## src/rtl/swl_pkg.sv

```systemverilog
package swl_pkg;
  // A measured interval is compared with its reference using this tolerance.
  localparam int unsigned SWL_TOL = 2;
  // A synchronization low is defined as this many line clocks (log2).
  localparam int unsigned SWL_SYNC_LOG2 = 7;

  typedef struct packed {
    logic level;
    logic rise;
    logic fall;
  } swl_edge_t;
endpackage

```

## src/rtl/swl_line_sync.sv

```systemverilog
module swl_line_sync
  import swl_pkg::*;
(
  input  logic      clk,
  input  logic      rst,
  input  logic      line_in,
  output swl_edge_t edge_o
);
  logic meta_q, stab_q, prev_q;

  always_ff @(posedge clk) begin
    if (rst) begin
      meta_q <= 1'b1;
      stab_q <= 1'b1;
      prev_q <= 1'b1;
    end else begin
      meta_q <= line_in;
      stab_q <= meta_q;
      prev_q <= stab_q;
    end
  end

  always_comb begin
    edge_o.level = stab_q;
    edge_o.rise  = stab_q & ~prev_q;
    edge_o.fall  = ~stab_q & prev_q;
  end
endmodule

```

## src/rtl/swl_interval_meter.sv

```systemverilog
module swl_interval_meter
  import swl_pkg::*;
#(
  parameter int unsigned CNT_W = 12
) (
  input  logic             clk,
  input  logic             rst,
  input  swl_edge_t        edge_i,
  output logic             per_vld_o,
  output logic [CNT_W-1:0] per_len_o,
  output logic             low_vld_o,
  output logic [CNT_W-1:0] low_len_o
);
  localparam logic [CNT_W-1:0] CNT_MAX = {CNT_W{1'b1}};

  logic [CNT_W-1:0] per_q, low_q;
  logic             seen_q, armed_q;

  always_ff @(posedge clk) begin
    if (rst) begin
      per_q   <= '0;
      seen_q  <= 1'b0;
      low_q   <= '0;
      armed_q <= 1'b0;
    end else begin
      if (edge_i.rise) begin
        per_q  <= CNT_W'(1);
        seen_q <= 1'b1;
      end else if (per_q != CNT_MAX) begin
        per_q <= per_q + 1'b1;
      end

      if (edge_i.fall) begin
        low_q   <= CNT_W'(1);
        armed_q <= 1'b1;
      end else if (edge_i.rise) begin
        armed_q <= 1'b0;
      end else if (!edge_i.level && armed_q && low_q != CNT_MAX) begin
        low_q <= low_q + 1'b1;
      end
    end
  end

  assign per_vld_o = edge_i.rise & seen_q;
  assign per_len_o = per_q;
  assign low_vld_o = edge_i.rise & armed_q;
  assign low_len_o = low_q;
endmodule

```

## src/rtl/swl_entry_matcher.sv

```systemverilog
module swl_entry_matcher
  import swl_pkg::*;
#(
  parameter int unsigned CNT_W     = 12,
  parameter int unsigned GROUP_LEN = 4
) (
  input  logic             clk,
  input  logic             rst,
  input  logic             per_vld_i,
  input  logic [CNT_W-1:0] per_len_i,
  output logic             active_o
);
  localparam int unsigned TOTAL = 2 * GROUP_LEN;
  localparam int unsigned IDX_W = $clog2(TOTAL);

  logic [CNT_W-1:0] ref_q, diff;
  logic [IDX_W-1:0] idx_q;
  logic             mismatch, act_q;

  always_comb begin
    diff     = (per_len_i > ref_q) ? (per_len_i - ref_q) : (ref_q - per_len_i);
    mismatch = diff > CNT_W'(SWL_TOL);
  end

  always_ff @(posedge clk) begin
    if (rst) begin
      ref_q <= '0;
      idx_q <= '0;
      act_q <= 1'b0;
    end else begin
      act_q <= 1'b0;
      if (per_vld_i) begin
        if (idx_q == '0 || mismatch) begin
          ref_q <= per_len_i;
          idx_q <= IDX_W'(1);
        end else if (idx_q < IDX_W'(GROUP_LEN)) begin
          idx_q <= idx_q + 1'b1;
          if (idx_q == IDX_W'(GROUP_LEN - 1))
            ref_q <= ref_q >> 1;
        end else if (idx_q == IDX_W'(TOTAL - 1)) begin
          idx_q <= '0;
          act_q <= 1'b1;
        end else begin
          idx_q <= idx_q + 1'b1;
        end
      end
    end
  end

  assign active_o = act_q;
endmodule

```

## src/rtl/swl_sync_judge.sv

```systemverilog
module swl_sync_judge
  import swl_pkg::*;
#(
  parameter int unsigned CNT_W     = 12,
  parameter int unsigned FRAC_BITS = 4
) (
  input  logic             clk,
  input  logic             rst,
  input  logic             low_vld_i,
  input  logic [CNT_W-1:0] low_len_i,
  input  logic [CNT_W-1:0] win_min_i,
  input  logic [CNT_W-1:0] win_max_i,
  output logic             sync_o,
  output logic             proto_rst_o,
  output logic [CNT_W-1:0] period_o
);
  localparam int unsigned SHIFT = SWL_SYNC_LOG2 - FRAC_BITS;

  logic             in_win;
  logic             sync_q, prst_q;
  logic [CNT_W-1:0] est_q;

  assign in_win = (low_len_i >= win_min_i) && (low_len_i <= win_max_i);

  always_ff @(posedge clk) begin
    if (rst) begin
      sync_q <= 1'b0;
      prst_q <= 1'b0;
      est_q  <= '0;
    end else begin
      sync_q <= low_vld_i & in_win;
      prst_q <= low_vld_i & in_win;
      if (low_vld_i && in_win)
        est_q <= low_len_i >> SHIFT;
    end
  end

  assign sync_o      = sync_q;
  assign proto_rst_o = prst_q;
  assign period_o    = est_q;
endmodule

```

## src/rtl/swl_entry_sync_det.sv

```systemverilog
module swl_entry_sync_det
  import swl_pkg::*;
#(
  parameter int unsigned CNT_W     = 12,
  parameter int unsigned FRAC_BITS = 4,
  parameter int unsigned GROUP_LEN = 4
) (
  input  logic             clk,
  input  logic             rst,
  input  logic             line_in,
  input  logic [CNT_W-1:0] sync_min_i,
  input  logic [CNT_W-1:0] sync_max_i,
  output logic             active_o,
  output logic             sync_o,
  output logic             proto_rst_o,
  output logic [CNT_W-1:0] clk_period_o
);
  swl_edge_t        edge_s;
  logic             per_vld, low_vld;
  logic [CNT_W-1:0] per_len, low_len;

  swl_line_sync u_sync (
    .clk(clk), .rst(rst), .line_in(line_in), .edge_o(edge_s)
  );

  swl_interval_meter #(.CNT_W(CNT_W)) u_meter (
    .clk(clk), .rst(rst), .edge_i(edge_s),
    .per_vld_o(per_vld), .per_len_o(per_len),
    .low_vld_o(low_vld), .low_len_o(low_len)
  );

  swl_entry_matcher #(.CNT_W(CNT_W), .GROUP_LEN(GROUP_LEN)) u_match (
    .clk(clk), .rst(rst), .per_vld_i(per_vld), .per_len_i(per_len),
    .active_o(active_o)
  );

  swl_sync_judge #(.CNT_W(CNT_W), .FRAC_BITS(FRAC_BITS)) u_judge (
    .clk(clk), .rst(rst), .low_vld_i(low_vld), .low_len_i(low_len),
    .win_min_i(sync_min_i), .win_max_i(sync_max_i),
    .sync_o(sync_o), .proto_rst_o(proto_rst_o), .period_o(clk_period_o)
  );
endmodule

```

## config.mk

```make
export PLATFORM = sky130hd
export DESIGN_NAME = swl_entry_sync_det
export DESIGN_NICKNAME = d
export VERILOG_FILES = /design/src/rtl/swl_pkg.sv /design/src/rtl/swl_line_sync.sv /design/src/rtl/swl_interval_meter.sv /design/src/rtl/swl_entry_matcher.sv /design/src/rtl/swl_sync_judge.sv /design/src/rtl/swl_entry_sync_det.sv
export SDC_FILE = /design/constraint.sdc
export NUM_CORES = 1
export LEC_CHECK = 0
export ABC_AREA = 1
export CAP_MARGIN = 20
export CORE_ASPECT_RATIO = 1.4
export CORE_MARGIN = 4
export CORE_UTILIZATION = 33
export DETAILED_ROUTE_END_ITERATION = 8
export GPL_ROUTABILITY_DRIVEN = 0
export PLACE_DENSITY_LB_ADDON = 0.08
export SLEW_MARGIN = 15
export SYNTH_ARGS = -nofsm -noshare
export SYNTH_HDL_FRONTEND = slang
export SYNTH_SLANG_ARGS = --single-unit
```

## constraint.sdc

```tcl
create_clock -name clk -period 3.72 [get_ports clk]
set_input_delay 0.744 -clock clk [delete_from_list [all_inputs] [get_ports clk]]
set_output_delay 0.744 -clock clk [all_outputs]
set_load 0.1 [all_outputs]
```

==> impl_metrics.py, run 1 <==
metrics = {
    "outcome": {
        "status": "complete, no violations",
    },
    "synth": {
        "yosysTopAreaCell": "dfxtp_1",
        "netlist.area_leader.share_pct": 23.9,
        "synth_seq_cells": 55,
        "ys_warn_count": 0,
        "async_flop_share_pct": 0,
        "ys_seq_area_share_pct": 23.9,
        "synthCells": 742,
        "synth-main-ff-cell": "dfxtp_1",
        "avgSynthCellArea_um2": 6.21,
        "synth_area_um2": 4610,
        "synth_area_leaders": "dfxtp_1, nand2_1, ha_1, inv_1, a21oi_1",
        "synth.most_common_cell": "nand2_1",
        "synth.distinct_cells": 40,
        "netlist_top_cells_count": "nand2_1, inv_1, nor2_1",
        "synth-edff-count": 0,
    },
    "floorplanning": {
        "fp.dieH_um": 148,
        "core_um2": 13500,
        "dieArea_um2": 15900,
        "fp.dieW_um": 108,
        "rows": 50,
        "ios": 42,
        "initial_utilization_pct": 34.1,
    },
    "global_routing": {
        "grt_pass1_vias": 4710,
        "grt_pass1_wl_mm": 21.5,
        "antenna_found_initial": 0,
        "grt_usage_pct": 16.7,
        "grt_overflow": 0,
        "grt_max_degree": 24,
    },
    "sta": {
        "grt_setup_unrepaired": "no",
        "fin_crit_sh_pct": 82.7,
        "clock_skew_ns": 0.00331,
        "period_needed_ns": 3.08,
        "drv_slew": 0,
        "fin_setup_tns_ns": 0,
        "slew_headroom_pct": 33.9,
        "setup_viol": 0,
        "fmax_mhz": 325,
        "tightestPinTransition_ns": 0.989,
        "finalHoldViolCount": 0,
    },
    "clocking": {
        "clockBufferDepth": 2,
        "htreeDepth": 2,
        "cts_tree": "built",
        "cts-hold-fix-buffers": 0,
        "cts_buffers": 5,
        "cts_sinks": 55,
        "path_clk_slew_ns": 0.07,
        "post_cts_buffers": 0,
        "cts_resized": 0,
        "insertion_delay_ns": 0.29,
        "cts-root-buf": "clkbuf_16",
    },
    "pwr": {
        "vdd_drop_max_mv": 0.173,
        "p_int_mw": 1.02,
        "pwr-share-comb_pct": 19.3,
        "clockPowerShare_pct": 38.1,
        "p_sw_mw": 0.399,
        "leakagePower_nw": 2.72,
        "power_density_nw_per_um2": 266,
        "pwr-share-seq_pct": 42.6,
        "p_sw_share_pct": 28.2,
    },
    "finish": {
        "diodes": 0,
        "syn_to_final_growth_pct": 15.5,
        "final_cells": 960,
        "drive_gt1_share_pct": 3.86,
        "nNetsFinal": 862,
        "post-route-cell-area_um2": 5320,
        "final_util_pct": 39.4,
    },
    "place": {
        "dp_hpwl_mm": 10.5,
        "dp.cells": 952,
        "place_area_um2": 5150,
        "port_buffers": 38,
    },
    "drt": {
        "wl_per_cell_um": 13.1,
        "via_per_inst": 4.77,
        "first_pass_iters": 4,
        "first_iter_violations": 197,
        "wirelength_mm": 12.6,
        "vias": 4580,
        "ant_nets": 0,
        "drc_errors": 0,
    },
    "critical_path": {
        "end_kind": "flip-flop",
        "crit_required_ns": 3.91,
        "path_class": "reg -> reg",
        "cp_data_arrival_time_ns": 3.27,
        "cp_max_fo": 23,
        "setup.worst_path.start_class": "flip-flop",
    },
    "flow_run": {
        "drv_cap": 0,
    },
    "worst_hold_path": {
        "hp-class": "reg -> reg",
    },
}
[state kept, by name, summed over array words and instances (netlist names), 3 cells and up]
| name | flops |
|---|---|
| u_match.ref_q | 12 |
| u_meter.low_len_o | 12 |
| u_meter.per_len_o | 12 |
| u_judge.period_o | 9 |
| u_match.idx_q | 3 |
[layout make-up]
type,instances,area [um^2]
Clock inverter,3,43.8
Fill cell,1521,8190
Sequential cell,55,1100
Clock buffer,5,125
Inverter,138,518
Timing Repair Buffer,43,418
Multi-Input combinational cell,534,2890
Tap cell,182,228
[kinds of logic (layout without fill, tap and decap cells)]
kind of cell | Yosys count | count (layout) | synth area share [%]
AO/OA/AOI/OAI | 103 | 103 | 12.1
AND/OR/NAND/NOR | 365 | 365 | 33.3
other | 1 | 3 | 0.0814
flip-flops | 55 | 55 | 23.9
adder cells (fa/ha/maj) | 58 | 58 | 16.1
buffers and inverters | 155 | 189 | 13.6
XOR/XNOR | 5 | 5 | 0.951
[worst max-delay path, cell delays in order, from the launching register on]
cell,delay (ns)
dfxtp_1,0.38
inv_1,0.12
ha_1,0.21
inv_1,0.09
fa_1,0.51
a21oi_1,0.25
nor2_1,0.06
nor2_1,0.14
inv_1,0.07
o211ai_1,0.08
nand2_1,0.08
nor2_2,0.25
buf_4,0.20
nand3_2,0.09
nand2_4,0.22
nand2_1,0.09
nand2_1,0.07
nor2_1,0.05
[cell usage in the layout (no fill, tap or decap), types with 2 or more instances in the layout]
| master | count |
|---|---|
| inv_2 | 3 |
| o21a_1 | 2 |
| or2_2 | 2 |
| nand4_1 | 15 |
| dfxtp_1 | 55 |
| fa_1 | 2 |
| ha_1 | 56 |
| a211oi_1 | 4 |
| clkbuf_16 | 5 |
| a31oi_1 | 2 |
| nor2_2 | 7 |
| nand3_1 | 47 |
| nand2_1 | 206 |
| nor2_1 | 70 |
| clkdlybuf4s50_1 | 38 |
| buf_4 | 5 |
| nand2_2 | 2 |
| inv_1 | 135 |
| o21ai_0 | 33 |
| conb_1 | 3 |
| xor2_1 | 4 |
| nor3_1 | 8 |
| and2_1 | 2 |
| a21oi_1 | 55 |
[layer usage]
layer  up-vias  track usage, %  share of wire, %
met5         -               0                 0
met4         0            6.19               2.7
met3        17            1.83               2.4
met2        75            34.3                56
met1      2082            16.6                39
li1       2406               -                 -
[power by group through the flow]
| stage | Clock, mW | Combinational [mW] | Sequential [mW] |
|---|---|---|---|
| 2_1_floorplan | 0 | 0.191 | 0.615 |
| 3_3_place_gp | 0 | 0.272 | 0.618 |
| 3_5_place_dp | 0 | 0.273 | 0.618 |
| 4_1_cts | 0.564 | 0.275 | 0.603 |
| 5_1_grt | 0.583 | 0.314 | 0.605 |
| 6_report | 0.539 | 0.273 | 0.604 |
[per-stage QoR]
step | setup WS, ns | hold slack, ns | power (mW)
4_1_cts | 0.608 | 0.417 | 1.44
3_5_place_dp | 0.379 | 0.399 | 0.891
5_1_grt | 0.243 | 0.451 | 1.50
2_1_floorplan | 1.27 | 0.389 | 0.806
6_report | 0.645 | 0.413 | 1.42
3_3_place_gp | 0.419 | 0.391 | 0.889
[path summary, 6_finish.rpt]
| check | slack, ns | cells after the start | start | to |
|---|---|---|---|---|
| max | 0.64 | 17 | u_meter.per_len_o[0] | u_match.ref_q[5] |
| min | 0.41 | 1 | u_sync.meta_q | u_sync.stab_q |
| max reg2reg | 0.64 | 17 | u_meter.per_len_o[0] | u_match.ref_q[5] |
| min reg2reg | 0.41 | 1 | u_sync.meta_q | u_sync.stab_q |
(Power assumes the default switching activity.)
==> run 2: changes to the inputs <==
clock period = 2.6 ns   (was 3.72 ns; I/O delays follow)
==> run 2 against run 1 <==
Net effect:
- global-route usage rose by 0.28 points
- combinational power rose by 78%
- highest routed layer unchanged
- largest cell class unchanged
- largest power group unchanged
- sequential power rose by 42%
- first-iteration DRC count fell by 2.0%
==> impl_metrics.py, run 2 (synthesized netlist as in run 1, its figures left out) <==
metrics = {
    "outcome": {
        "status": "complete, no violations",
    },
    "global_routing": {
        "grt_overflow": 0,
        "grt.met2_usage_pct": 33.5,
        "grt_busiest_layer": "met2",
        "grt_max_degree": 24,
        "antenna_found_initial": 0,
        "use_met1_pct": 17.4,
        "grt_pass1_vias": 4696,
        "grt_use_met3_pct": 1.70,
        "grt_usage_pct": 17.0,
        "grt_pass1_wl_mm": 21.7,
    },
    "floorplanning": {
        "dieArea_um2": 15900,
        "ios": 42,
        "initial_utilization_pct": 34.1,
        "rows": 50,
        "core_um2": 13500,
        "fp.dieW_um": 108,
        "fp.dieH_um": 148,
    },
    "critical_path": {
        "cp_common_cell": "nand2_1",
        "cp_max_fo": 6,
        "cp_slowest_stage_delay_ns": 0.42,
        "cp_data_arrival_time_ns": 2.78,
        "path_class": "reg -> reg",
        "reg2reg_depth": 15,
        "setup.worst_path.start_class": "flip-flop",
        "end_kind": "flip-flop",
        "crit_required_ns": 2.79,
        "worst_path_max_delay_cell": "fa_2",
        "path_cells": "buf_4, ha_1, inv_2, fa_2, nand2_1, o21ai_0, a211oi_1, nor2_2, nor2_2, buf_12, nand3_4, nand2_4, nand2_1, nand2_1, nor2_1",
    },
    "finish": {
        "post-route-cell-area_um2": 6130,
        "mostFrequentLayoutCells": "nand2_1, inv_1, buf_4",
        "ff_latch_area_um2": 1110,
        "fillerInstances": 1451,
        "final_cells": 1031,
        "nNetsFinal": 933,
        "final_common_cell": "nand2_1",
        "diodes": 0,
        "drive_gt1_share_pct": 18.7,
        "syn_to_final_growth_pct": 33.1,
        "multiInputGateArea_um2": 3130,
    },
    "pwr": {
        "vdd_drop_max_mv": 0.298,
        "leakagePower_nw": 3.14,
        "p_sw_mw": 0.598,
        "p_int_mw": 1.54,
        "pwr-share-seq_pct": 40.2,
        "power_density_nw_per_um2": 349,
        "p_sw_share_pct": 28.0,
        "pwr-share-comb_pct": 22.7,
        "clockPowerShare_pct": 37.1,
    },
    "clocking": {
        "insertion_delay_ns": 0.30,
        "cts-root-buf": "clkbuf_16",
        "cts_tree": "built",
        "clockBufferDepth": 2,
        "path_clk_slew_ns": 0.07,
        "cts_sinks": 55,
        "htreeDepth": 2,
        "cts_buffers": 5,
    },
    "worst_hold_path": {
        "hp-class": "reg -> reg",
        "whs_path_depth": 1,
    },
    "sta": {
        "tightestPinTransition_ns": 0.602,
        "finalHoldViolCount": 0,
        "period_needed_ns": 2.58,
        "fin_crit_sh_pct": 99.4,
        "clock_skew_ns": 0.00707,
        "fmax_mhz": 387,
        "setup_viol": 0,
        "drv_slew": 0,
        "grt_setup_unrepaired": "yes",
        "slew_headroom_pct": 59.8,
    },
    "drt": {
        "wirelength_mm": 13.8,
        "first_iter_violations": 193,
        "drc_errors": 0,
        "ant_nets": 0,
        "vias": 4815,
        "wl_per_cell_um": 13.4,
        "first_pass_iters": 4,
        "via_per_inst": 4.67,
    },
    "place": {
        "dp.cells": 1015,
        "dp_hpwl_mm": 11.1,
        "port_buffers": 38,
        "place_area_um2": 5640,
    },
    "flow_run": {
        "drv_cap": 0,
    },
}
==> run 2: cell count changes in the layout (fill, tap and decap cells not counted), sizes merged <==
cell and delta:
clkinv -1, clkdlybuf4s50 -12, buf +79, nand2 +3, clkbuf +2
==> run 2: what timing repair did <==
action                                  CTS  global route
endpoints found under the setup margin   14            15
hold buffers                              0             0
setup buffers                             1             3
pin swaps                                 3            14
gates cloned                              0             4
gates resized for setup                  11            47
==> run 2: cell type report <==
| type | instances | share of cell area (%) |
|---|---|---|
| multi-input combinational | 537 | 51.1 |
| inverter | 138 | 8.45 |
| sequential | 55 | 18.1 |
| timing repair buffer | 111 | 15.8 |
| tap | 182 | 3.71 |
| clock buffer | 6 | 2.27 |
| clock inverter | 2 | 0.571 |
==> run 2: power groups by stage <==
stage               Clock (mW)  Combinational (mW)  Sequential (mW)
floorplan                    0               0.274            0.880
global placement             0               0.446            0.878
detailed placement           0               0.450            0.879
CTS                      0.810               0.454            0.859
global route             0.837               0.543            0.861
finish                   0.792               0.485            0.860
==> run 2: stage by stage <==
step           hold slack, ns  power [mW]  util (%)  setup slack (ns)  TNS [ns]
6_report                0.412        2.14      45.4            0.0152         0
5_1_grt                 0.430        2.24      45.4            -0.151     -1.69
4_1_cts                 0.413        2.12      43.7           0.00891         0
3_5_place_dp            0.397        1.33      41.8            -0.202     -2.61
3_3_place_gp            0.391        1.32      41.8            -0.157     -1.96
2_1_floorplan           0.389        1.15         -             0.151         0
==> run 2: critical path: cells and delay by family (launching register included) <==
family / cells / cell delay [ns]
AOI/OAI and AO/OA: 2 / 0.36
adders and majority gates: 2 / 0.63
buffers and inverters: 3 / 0.37
DFF: 1 / 0.33
and+or+nand+nor: 8 / 0.80
==> run 2: final timing paths <==
check | from | endpoint | slack [ns]
worst min register to register | u_sync.meta_q | u_sync.stab_q | 0.41
worst max-delay path | u_meter.per_len_o[0] | u_match.ref_q[7] | 0.02
worst min-delay path | u_sync.meta_q | u_sync.stab_q | 0.41
worst max register to register | u_meter.per_len_o[0] | u_match.ref_q[7] | 0.02
==> run 2: per-layer routing <==
layer  part of all wire (%)  vias up
met5                      0        -
met4                    4.5        0
met3                    2.3       28
met2                     56       74
met1                     37     2167
li1                       -     2546
